`config.mk`:
```
export PLATFORM = sky130hd
export DESIGN_NAME = gate_handover
export DESIGN_NICKNAME = d
export VERILOG_FILES = /design/src/rtl/gh_pkg.sv /design/src/rtl/gh_target_sel.sv /design/src/rtl/gh_dwell_timer.sv /design/src/rtl/gh_enable_stage.sv /design/src/rtl/gate_handover.sv
export SDC_FILE = /design/constraint.sdc
export NUM_CORES = 1
export LEC_CHECK = 0
export BUFFER_PORTS_ARGS = -buffer_cell sky130_fd_sc_hd__buf_2
export CORE_AREA = 2 2 39 41
export DETAILED_ROUTE_END_ITERATION = 8
export DIE_AREA = 0 0 41 43
export GPL_TIMING_DRIVEN = 1
export PLACE_DENSITY = 0.47
export SLEW_MARGIN = 0
export SYNTH_ARGS = -nofsm -noshare
export SYNTH_HDL_FRONTEND = slang
export SYNTH_HIERARCHICAL = 1
export SYNTH_SLANG_ARGS = --single-unit
```
`constraint.sdc`:
```
create_clock -name clk -period 1.4 [get_ports clk]
set_input_delay 0.07 -clock clk [delete_from_list [all_inputs] [get_ports clk]]
set_output_delay 0.07 -clock clk [all_outputs]
set_load 0.01 [all_outputs]
```
`src/rtl/gh_pkg.sv`:
```
`timescale 1ns/1ps
package gh_pkg;
   typedef enum logic [1:0] {
      TGT_NONE = 2'd0,
      TGT_HIGH = 2'd1,
      TGT_LOW  = 2'd2
   } tgt_e;
endpackage

```
`src/rtl/gh_target_sel.sv`:
```
`timescale 1ns/1ps
// Resolves which switch is wanted this cycle and whether that wish is
// unchanged from the previous edge.
module gh_target_sel
   import gh_pkg::*;
(
   input  logic clk,
   input  logic rst_n,
   input  logic pwm_cmd,
   input  logic shdn_req,
   input  logic ovp_req,
   output tgt_e tgt,
   output logic tgt_steady
);
   tgt_e tgt_q;

   // shutdown beats overvoltage beats the PWM command
   always_comb begin
      if (shdn_req)     tgt = TGT_NONE;
      else if (ovp_req) tgt = TGT_LOW;
      else if (pwm_cmd) tgt = TGT_HIGH;
      else              tgt = TGT_LOW;
   end

   always_ff @(posedge clk or negedge rst_n) begin
      if (!rst_n) tgt_q <= TGT_NONE;
      else        tgt_q <= tgt;
   end

   assign tgt_steady = (tgt == tgt_q) && (tgt != TGT_NONE);
endmodule

```
`src/rtl/gh_dwell_timer.sv`:
```
`timescale 1ns/1ps
// Counts consecutive qualified edges; fire marks the DELAY_CYC-th one.
module gh_dwell_timer #(
   parameter int DELAY_CYC = 5
) (
   input  logic clk,
   input  logic rst_n,
   input  logic qual,
   output logic fire
);
   generate
      if (DELAY_CYC == 1) begin : g_direct
         assign fire = qual;
      end else begin : g_count
         localparam int CNT_W = $clog2(DELAY_CYC);
         localparam logic [CNT_W-1:0] LAST = CNT_W'(DELAY_CYC - 1);
         logic [CNT_W-1:0] cnt;

         assign fire = qual && (cnt == LAST);

         always_ff @(posedge clk or negedge rst_n) begin
            if (!rst_n)            cnt <= '0;
            else if (qual && !fire) cnt <= cnt + CNT_W'(1);
            else                   cnt <= '0;
         end

         // the run counter never passes the dead-time length
         p_cnt_range_r2 : assert property (@(posedge clk) disable iff (!rst_n)
            int'(cnt) < DELAY_CYC)
            else $error("dwell counter out of range");
      end
   endgenerate
endmodule

```
`src/rtl/gh_enable_stage.sv`:
```
`timescale 1ns/1ps
// Registered gate enables: a side turns on only when the timer fires and
// holds while it remains the wanted side.
module gh_enable_stage
   import gh_pkg::*;
(
   input  logic clk,
   input  logic rst_n,
   input  tgt_e tgt,
   input  logic fire,
   output logic hs_en,
   output logic ls_en
);
   always_ff @(posedge clk or negedge rst_n) begin
      if (!rst_n) begin
         hs_en <= 1'b0;
         ls_en <= 1'b0;
      end else begin
         hs_en <= (tgt == TGT_HIGH) && (hs_en || fire);
         ls_en <= (tgt == TGT_LOW)  && (ls_en || fire);
      end
   end
endmodule

```
`src/rtl/gate_handover.sv`:
```
`timescale 1ns/1ps
module gate_handover
   import gh_pkg::*;
#(
   parameter int DELAY_CYC    = 5,
   parameter int CLK_NS       = 8,
   parameter int MAX_DELAY_NS = 100
) (
   input  logic clk,
   input  logic rst_n,
   input  logic pwm_cmd,
   input  logic hs_below,
   input  logic ls_below,
   input  logic shdn_req,
   input  logic ovp_req,
   output logic hs_en,
   output logic ls_en
);
   localparam int DELAY_NS = DELAY_CYC * CLK_NS;

   // elaboration-time limits on the dead time
   generate
      if (DELAY_CYC < 1) begin : g_bad_min
         $error("DELAY_CYC must be at least 1");
      end
      if (DELAY_NS > MAX_DELAY_NS) begin : g_bad_max
         $error("dead time exceeds MAX_DELAY_NS");
      end
   endgenerate

   tgt_e tgt;
   logic tgt_steady;
   logic qual;
   logic fire;

   gh_target_sel i_sel (
      .clk        (clk),
      .rst_n      (rst_n),
      .pwm_cmd    (pwm_cmd),
      .shdn_req   (shdn_req),
      .ovp_req    (ovp_req),
      .tgt        (tgt),
      .tgt_steady (tgt_steady)
   );

   // both switches idle and both gates confirmed below threshold
   assign qual = tgt_steady && !hs_en && !ls_en && hs_below && ls_below;

   gh_dwell_timer #(.DELAY_CYC(DELAY_CYC)) i_timer (
      .clk   (clk),
      .rst_n (rst_n),
      .qual  (qual),
      .fire  (fire)
   );

   gh_enable_stage i_stage (
      .clk   (clk),
      .rst_n (rst_n),
      .tgt   (tgt),
      .fire  (fire),
      .hs_en (hs_en),
      .ls_en (ls_en)
   );

   p_no_overlap_r1 : assert property (@(posedge clk) disable iff (!rst_n)
      !(hs_en && ls_en))
      else $error("both enables high");

   p_hs_rise_r2 : assert property (@(posedge clk) disable iff (!rst_n)
      $rose(hs_en) |-> ($past(ls_below) && $past(hs_below) && !$past(ls_en)))
      else $error("high side rose without low side confirmed off");

   p_ls_rise_r3 : assert property (@(posedge clk) disable iff (!rst_n)
      $rose(ls_en) |-> ($past(hs_below) && $past(ls_below) && !$past(hs_en)))
      else $error("low side rose without high side confirmed off");

   p_hs_hold_r4 : assert property (@(posedge clk) disable iff (!rst_n)
      (hs_en && pwm_cmd && !shdn_req && !ovp_req) |=> hs_en)
      else $error("high side dropped while still wanted");

   p_ls_hold_r4 : assert property (@(posedge clk) disable iff (!rst_n)
      (ls_en && !pwm_cmd && !shdn_req) |=> ls_en)
      else $error("low side dropped while still wanted");

   p_shdn_off_r5 : assert property (@(posedge clk) disable iff (!rst_n)
      shdn_req |=> (!hs_en && !ls_en))
      else $error("enable active after shutdown");

   p_ovp_hs_off_r6 : assert property (@(posedge clk) disable iff (!rst_n)
      ovp_req |=> !hs_en)
      else $error("high side active during overvoltage");

   p_stuck_block_r8 : assert property (@(posedge clk) disable iff (!rst_n)
      (!hs_en && !ls_below) |=> !hs_en)
      else $error("high side rose while low-side flag reports on");
endmodule

```
==> results of run 1 <==
-- metrics by stage --
stage	TNS [ns]	utilization, %	area [µm²]	cells	power (µW)
2_1_floorplan	0	-	339	32	223
5_1_grt	-0.424	34.3	474	64	448
3_3_place_gp	-0.146	29.4	407	57	239
4_1_cts	-0.0597	32.2	445	62	429
6_report	-0.0255	34.3	474	64	424
3_5_place_dp	-0.0636	29.4	407	57	239
-- cell families (layout without fill, tap and decap cells) --
kind of cell             after synthesis  in the layout  synth area share (%)
AO/OA/AOI/OAI                          2              2                  2.95
flip-flops                             7              7                  51.7
AND/OR/NAND/NOR                       18             18                  34.7
buffers and inverters                  3             19                  3.32
adder cells (fa/ha/maj)                2              2                  7.38
-- power by group through the flow --
stage	combinational, µW	clock, µW	sequential (µW)
CTS	30.3	191	207
detailed placement	27.9	0	211
finish	31.9	185	207
floorplan	11.8	0	211
global placement	27.9	0	211
global route	36.8	204	208
-- what timing repair did --
item	CTS	global route
hold buffers	1	0
endpoints found under the setup margin	2	3
gates resized for setup	1	5
endpoints found under the hold margin	7	0
buffers inserted	0	2
pin swaps	4	6
-- registers in the layout (all words and copies together), names as in the netlist --
register,count
i_timer/g_count.cnt,3
i_sel/tgt_q,2
i_stage/hs_en,1
i_stage/ls_en,1
-- worst paths after layout --
check                      slack (ns)                     end                   start  depth (start not counted)
hold / removal                   0.04          i_sel/tgt_q[0]                shdn_req                          2
setup reg to reg                -0.02           i_stage/hs_en          i_sel/tgt_q[0]                          8
max in group asynchronous        1.05           i_stage/hs_en                   rst_n                          2
setup / recovery                -0.02           i_stage/hs_en          i_sel/tgt_q[0]                          8
hold reg to reg                  0.55  i_timer/g_count.cnt[2]  i_timer/g_count.cnt[2]                          2
min in group asynchronous        0.19  i_timer/g_count.cnt[2]                   rst_n                          2
-- worst register-to-register path, delay by kind of cell, from the launching register on --
| kind | cells | cell delay [ns] |
|---|---|---|
| simple gates | 6 | 0.74 |
| flops | 1 | 0.37 |
| compound gates | 1 | 0.16 |
| buf+inv | 1 | 0.07 |
-- per-layer routing --
layer / vias to the layer above / GRT usage [%] / wire (µm)
li1: 138 / - / -
met3: 0 / 4.71 / 33
met1: 123 / 13.0 / 272
met4: 0 / 4.00 / 0
met5: - / 0 / 0
met2: 5 / 12.5 / 291
-- layout by cell type (no fill, tap or decap), types with 2 or more instances in the layout --
master    instances
nand3b_1          2
buf_2             8
ha_1              2
nor2_2            2
inv_1             2
buf_4             3
nand2b_1          2
nor2_1            3
clkbuf_4          3
dfrtp_1           7
and3_1            2
nor3b_2           2
-- synth_stat cells, types with 2 or more instances --
master,instances
nor2_1,6
inv_1,3
dfrtp_1,7
nand3b_1,2
and3_1,2
nor3b_2,2
nand2b_1,2
a21oi_1,2
ha_1,2
-- final cells by class --
class | instances | share of cell area (%)
clock buffers | 4 | 5.54
inverters | 3 | 2.37
multi-input cells | 22 | 35.6
flip-flops and latches | 7 | 36.9
well taps | 16 | 4.22
repair buffers | 12 | 15.3
==> metrics.txt, run 1 <==
Fill cells 148; number of antenna repair diodes 0; Synthesized Nets 41; WS Path Type flop to flop; net switching fraction of the power 21.9%; Remaining DRCs 0; vias after detailed routing 266; CTS tree yes; Final period util 101%; failing checks negative setup slack; total area of sequential cells 175 µm²; combinational group share of total power 7.5%; IO buf count 8; worst slack at placement -0.0453 ns; die outline area 1760 µm²; class of the most critical hold timing path input pin to flop; share of layout cells above drive strength 1 45.8%; Arr. time, crit path 1.59 ns; standard-cell rows 14; number of max-cap violations 0; Initial Util 24.5%; cell taking the most area after synthesis dfrtp_1; crit path max-delay cell type dfrtp_1; worst slack on hold paths 0.0408 ns; crit start category flop; endpoints failing hold 0; worst slew pin tran 0.233 ns; Critical Path Fanout Max 3; Synth cell types 13; multi-input gate area in the final layout 169 µm²; area of the core 1380 µm²; setup clock skew after layout 0.00557 ns; pin count of the biggest net entering global routing 8; via count of the first global-routing pass 271; wire length of the first global-routing pass 1.12 mm; GRT Resource Usage Total 9.54%; CP cell instances nand3b_1 -> a21oi_1 -> nand4b_1 -> nor2_2 -> inv_2 -> nor2_4 -> nor2_2 -> nor3b_2; total count of max-transition violations in the final report 0; warning count from the yosys run 6; worst path bufs/invs 1; number of antenna violations at the first check in global routing 0; required time at the endpoint of the critical path 1.57 ns; main area contributors after synthesis dfrtp_1, ha_1, nor3b_2; async set or reset register ratio after synthesis 100%; detailed-router iteration count before antenna repair 1; family of cells with the greatest summed delay on the critical path simple AND/OR/NAND/NOR gates; Post-synth EDFFs 0; Critical Path Most Common Cell nor2_2; outcome finished with violations; Routed Wire Length 598 µm; synthesized area divided by synthesized cell count 10.6 µm²; sequential area share after synthesis 51.7%; Synth Register Bits 7; # clock sinks 7; worst skew pair latency 0.25 ns; headroom to the max-slew limit 84.4%; final net count 58; die height 43 µm; clock period minus final worst setup slack 1.42 ns; unrepaired setup endpoints after global routing yes; type of element capturing the critical path flop; setup violators final 2; number of buffers added by the clock tree synthesis step 3; width of the chip 41 µm; remaining global-route overflow 0; area share of the leading cell type in the synthesized netlist 51.7%; count of pins on the block boundary 9; IR Drop Worst-Case VDD 396 µV; combined area of all synthesized cells 339 µm²; most used flip-flop cell after synthesis dfrtp_1; power density normalized to cell area 895 nW/µm²; Worst Setup Slack, final -0.0192 ns; leakage power figure 0.000222 µW; count of mapped cells out of synthesis 32; slowest cell delay on critical path 0.37 ns; weighted congestion at the end of routability-driven global placement 0.665; power dissipated by switching net loads 92.7 µW; Max clock buf depth 2; residual antenna-violating net count after detailed routing 0; clock slew at the register clock pins of the worst setup and hold paths 0.06 ns; register share of total power 48.9%; area added between synthesis and finish 39.9%; Clk Tree Root Cell clkbuf_4; DRT iter0 DRCs 0; HPWL after DPL 465 µm; achievable clock frequency 705 MHz; Wirelength per Cell 9.34 µm; depth of the CTS H-tree 1; fraction of power consumed by the clock network 43.6%; post-DR vias/cell 4.16; internal power summed over all cells 332 µW
Power figures use the tool's default switching activity.
==> run 2, diff against run 1 <==
- CAP_MARGIN: default -> 20
- SETUP_SLACK_MARGIN: default -> 0.1
==> run 2 against run 1 <==
  * The run still ends with negative setup slack left
  * Clock power barely moved
  * Largest power group unchanged
  * Clock-buffer cell count did not move
  * Final area increased by 1.8%
  * Setup slack got worse by 0.00072 ns
  * Clock skew increased by 0.0032 ns
==> metrics.txt, run 2 (synthesis gave the netlist of run 1 again) <==
most common cell after layout, fill and taps aside buf_2; clock slew at the register clock pins of the worst setup and hold paths 0.06 ns; via count of the first global-routing pass 278; crit path max-delay cell type dfrtp_1; required time at the endpoint of the critical path 1.58 ns; register bank with the most flops i_timer/g_count.cnt; IR Drop Worst-Case VDD 385 µV; number of buffers added by the clock tree synthesis step 3; die outline area 1760 µm²; remaining global-route overflow 0; setup violators final 2; GRT Resource Usage Total 9.55%; crit start category flop; leakage power figure 0.000233 µW; Fill cells 146; clock period minus final worst setup slack 1.42 ns; Critical Path Most Common Cell nor2_1; vias after detailed routing 284; IO buf count 8; die height 43 µm; # clock sinks 7; Finished Layout Cells 66; wire length of the first global-routing pass 1.14 mm; unrepaired setup endpoints after global routing yes; Critical Path Fanout Max 2; post-DR vias/cell 4.30; max FFs per register 3; Top Registers i_timer/g_count.cnt (3), i_sel/tgt_q (2); Arr. time, crit path 1.60 ns; endpoints failing hold 0; Max clock buf depth 2; achievable clock frequency 704 MHz; residual antenna-violating net count after detailed routing 0; number of antenna violations at the first check in global routing 0; outcome finished with violations; weighted congestion at the end of routability-driven global placement 0.643; WS Path Type flop to flop; final net count 60; headroom to the max-slew limit 84.6%; Final period util 101%; type of element capturing the critical path flop; Initial Util 24.5%; depth of the CTS H-tree 1; worst slack on hold paths 0.0341 ns; standard-cell rows 14; final core utilization 34.9%; Worst Setup Slack, final -0.0199 ns; Wirelength per Cell 10.2 µm; DRT iter0 DRCs 2; Routed Wire Length 670 µm; share of layout cells above drive strength 1 42.0%; worst slack at placement -0.0205 ns; pin count of the biggest net entering global routing 8; Clk Tree Root Cell clkbuf_4; count of pins on the block boundary 9; number of antenna repair diodes 0; most used cells in the layout excluding fill and tap cells buf_2, dfrtp_1, nor2_1; setup clock skew after layout 0.00878 ns; placed cell count 58; Remaining DRCs 0; area of the core 1380 µm²; CTS tree yes; power density normalized to cell area 891 nW/µm²; total count of max-transition violations in the final report 0; HPWL after DPL 479 µm; slowest cell delay on critical path 0.37 ns; width of the chip 41 µm; worst slew pin tran 0.230 ns; number of max-cap violations 0; worst skew pair latency 0.25 ns; area added between synthesis and finish 42.4%; detailed-router iteration count before antenna repair 4; CP cell instances nand3b_1 -> a21oi_1 -> nand4b_1 -> nor2_1 -> inv_1 -> nor2_2 -> nor2_1 -> nor3b_2; class of the most critical hold timing path input pin to flop; failing checks negative setup slack
-- run 2: final cells by class --
type	count	area [µm²]	area share (%)
Clock buffer	4	26.3	5.44
Inverter	3	11.3	2.33
Multi-Input combinational cell	22	159	32.9
Sequential cell	7	175	36.3
Tap cell	16	20.0	4.15
Timing Repair Buffer	14	91.3	18.9
-- run 2: worst max-delay path, delay by kind of cell, from the launching register on --
kind	cells	cell delay, ns
buf+inv	1	0.08
simple gates	6	0.74
compound gates	1	0.16
flops	1	0.37
-- run 2: what timing repair did --
action | CTS | global route
hold buffers | 1 | 0
endpoints found under the hold margin | 7 | 0
setup endpoints to repair | 3 | 5
pin swaps | 1 | 2
resized for setup | 1 | 2
setup buffers | 1 | 2
-- run 2: stage by stage --
step                      TNS, ns  cell area [µm²]  power (µW)
final                     -0.0281              483         430
after global routing       -0.526              483         450
after CTS                       0              460         434
after detailed placement  -0.0382              414         240
after global placement          0              414         240
after floorplan                 0              339         223
-- run 2: final timing paths --
kind | cells after the start | from | endpoint | slack [ns]
max in group asynchronous | 2 | rst_n | i_timer/g_count.cnt[2] | 1.04
hold / removal | 2 | shdn_req | i_sel/tgt_q[1] | 0.03
hold reg to reg | 2 | i_timer/g_count.cnt[2] | i_timer/g_count.cnt[2] | 0.57
min in group asynchronous | 2 | rst_n | i_stage/hs_en | 0.19
setup reg to reg | 8 | i_sel/tgt_q[1] | i_stage/hs_en | -0.02
setup / recovery | 8 | i_sel/tgt_q[1] | i_stage/hs_en | -0.02
-- run 2: power by group --
| part | switching [µW] | internal [µW] | total, µW |
|---|---|---|---|
| logic | 16.0 | 19.7 | 35.7 |
| registers | 1.54 | 206 | 207 |
| clock network | 78.1 | 109 | 187 |
-- run 2: layer usage --
| metal | routed length (µm) | track usage (%) |
|---|---|---|
| met5 | 0 | 0 |
| met4 | 0 | 4.00 |
| met3 | 27 | 1.57 |
| met2 | 315 | 12.5 |
| met1 | 327 | 15.1 |
==> run 3, diff against run 2 <==
- PLACE_DENSITY: 0.47 -> default
==> run 3 against run 2 <==
  * The flow now finishes without violations
  * Clock skew is 0.0070 ns lower
  * Hold slack better by 0.021 ns
  * Setup slack better by 0.055 ns
  * Clock-buffer cell count stayed put
  * Sequential share of layout area is 0.57 points higher
  * Via count is 4.2% lower
  * Power is 2.2% lower
  * Sequential cell count stayed put
  * Register-to-register slack better by 0.05 ns
  * Core utilization is 0.54 points lower
  * First-iteration DRC count stayed put
  * Critical path type unchanged
  * Largest power group unchanged
==> metrics.txt, run 3 (synthesis gave the netlist of run 1 again) <==
setup violators final 0; Critical Path Most Common Cell nor2_2; Register-to-Register Setup Slack 0.03 ns; headroom to the max-slew limit 81.0%; die height 43 µm; crit path max-delay cell type dfrtp_1; crit start category flop; endpoints failing hold 0; total area of sequential cells 175 µm²; CP cell instances nand3b_1 -> a21oi_2 -> nand4b_1 -> nor2_2 -> inv_1 -> nor2_2 -> nor2_1 -> nor3b_2; wire length of the first global-routing pass 1.04 mm; Remaining DRCs 0; worst path bufs/invs 1; total count of max-transition violations in the final report 0; outcome completed; area added between synthesis and finish 40.2%; leakage power figure 0.000220 µW; start point of the worst min-delay path shdn_req; Critical Path Fanout Max 2; Sum Neg Setup Slack 0 ns; WS Path Type flop to flop; achievable clock frequency 732 MHz; width of the chip 41 µm; number of stages on the worst setup path 8; most used cells in the layout excluding fill and tap cells buf_2, dfrtp_1, nor2_1; slowest cell delay on critical path 0.36 ns; via count of the first global-routing pass 270; most common cell after layout, fill and taps aside buf_2; Reg-to-Reg End i_stage/hs_en; multi-input gate area in the final layout 170 µm²; worst slew pin tran 0.284 ns; Top Registers i_timer/g_count.cnt (3), i_sel/tgt_q (2); Wirelength per Cell 10.6 µm; WHS Endpoint i_sel/tgt_q[0]; final non-filler cell area 475 µm²; path depth of the worst reg2reg path 8; weighted congestion at the end of routability-driven global placement 0.604; DRT iter0 DRCs 2; worst slack at placement -0.0238 ns; power density normalized to cell area 885 nW/µm²; worst slack on hold paths 0.0555 ns; number of antenna violations at the first check in global routing 0; Arr. time, crit path 1.53 ns; CTS tree yes; area post-placement 414 µm²; IO buf count 8; Fill cells 146; unrepaired setup endpoints after global routing yes; standard-cell rows 14; required time at the endpoint of the critical path 1.57 ns; number of max-cap violations 0; # clock sinks 7; share of layout cells above drive strength 1 45.8%; count of pins on the block boundary 9; max FFs per register 3; detailed-router iteration count before antenna repair 4; Clk Tree Root Cell clkbuf_4; Final period util 97.5%; FF-to-FF Start i_sel/tgt_q[0]; final total power 421 µW; worst skew pair latency 0.24 ns; Routed Wire Length 679 µm; area of the core 1380 µm²; vias after detailed routing 272; pin count of the biggest net entering global routing 8; Worst Setup Slack, final 0.0348 ns; family of cells with the greatest summed delay on the critical path simple AND/OR/NAND/NOR gates; number of antenna repair diodes 0; Hold Crit Depth 2; die outline area 1760 µm²; IR Drop Worst-Case VDD 264 µV; Initial Util 24.5%; remaining global-route overflow 0; number of buffers added by the clock tree synthesis step 3; type of element capturing the critical path flop; final net count 58; clock slew at the register clock pins of the worst setup and hold paths 0.05 ns; setup clock skew after layout 0.00177 ns; GRT Resource Usage Total 9.53%; depth of the CTS H-tree 1; class of the most critical hold timing path input pin to flop; clock period minus final worst setup slack 1.37 ns; post-DR vias/cell 4.25; HPWL after DPL 469 µm; register bank with the most flops i_timer/g_count.cnt; Max clock buf depth 2; residual antenna-violating net count after detailed routing 0
run 3: stage by stage:
step | util (%) | std cells
floorplan | - | 32
global placement | 29.9 | 58
detailed placement | 29.9 | 58
CTS | 33.5 | 64
global route | 34.4 | 64
finish | 34.4 | 64
run 3: routing by layer:
metal / routed length [µm] / track usage (%) / up-vias
met1: 300 / 11.0 / 132
li1: - / - / 137
met3: 15 / 1.57 / 0
met4: 0 / 10.0 / 0
met2: 362 / 13.4 / 3
met5: 0 / 0 / -
run 3: layout make-up:
type | instances | share of cell area (%)
Multi-Input combinational cell | 22 | 35.8
Tap cell | 16 | 4.21
Inverter | 3 | 2.37
Sequential cell | 7 | 36.8
Clock buffer | 4 | 5.53
Timing Repair Buffer | 12 | 15.3
run 3: worst max-delay path by stage:
stage	start	end
after detailed placement	i_sel/tgt_q[1]	i_stage/hs_en
after global placement	i_sel/tgt_q[1]	i_stage/hs_en
after floorplan	i_sel/tgt_q[1]	i_stage/hs_en
final	i_sel/tgt_q[0]	i_stage/hs_en
after CTS	i_sel/tgt_q[0]	i_stage/hs_en
after global routing	i_sel/tgt_q[0]	i_stage/ls_en
run 3: worst reg2reg max path, cell delays in order, from the launching register on:
cell and delay, ns:
dfrtp_1 0.36, nand3b_1 0.17, a21oi_2 0.14, nand4b_1 0.12, nor2_2 0.12, inv_1 0.07, nor2_2 0.09, nor2_1 0.06
nor3b_2 0.15
run 3: where the power goes:
group / internal (µW) / total [µW] / switching (µW)
registers: 206 / 208 / 1.51
clock network: 108 / 178 / 69.7
logic: 18.2 / 34.9 / 16.7
total: 333 / 421 / 87.8
run 3: timing repair:
action / CTS / global route
gates resized for setup: 2 / 3
setup endpoints to repair: 3 / 5
pin swaps: 3 / 1
hold endpoints to repair: 7 / 0
hold buffers: 1 / 0
setup buffers: 1 / 2
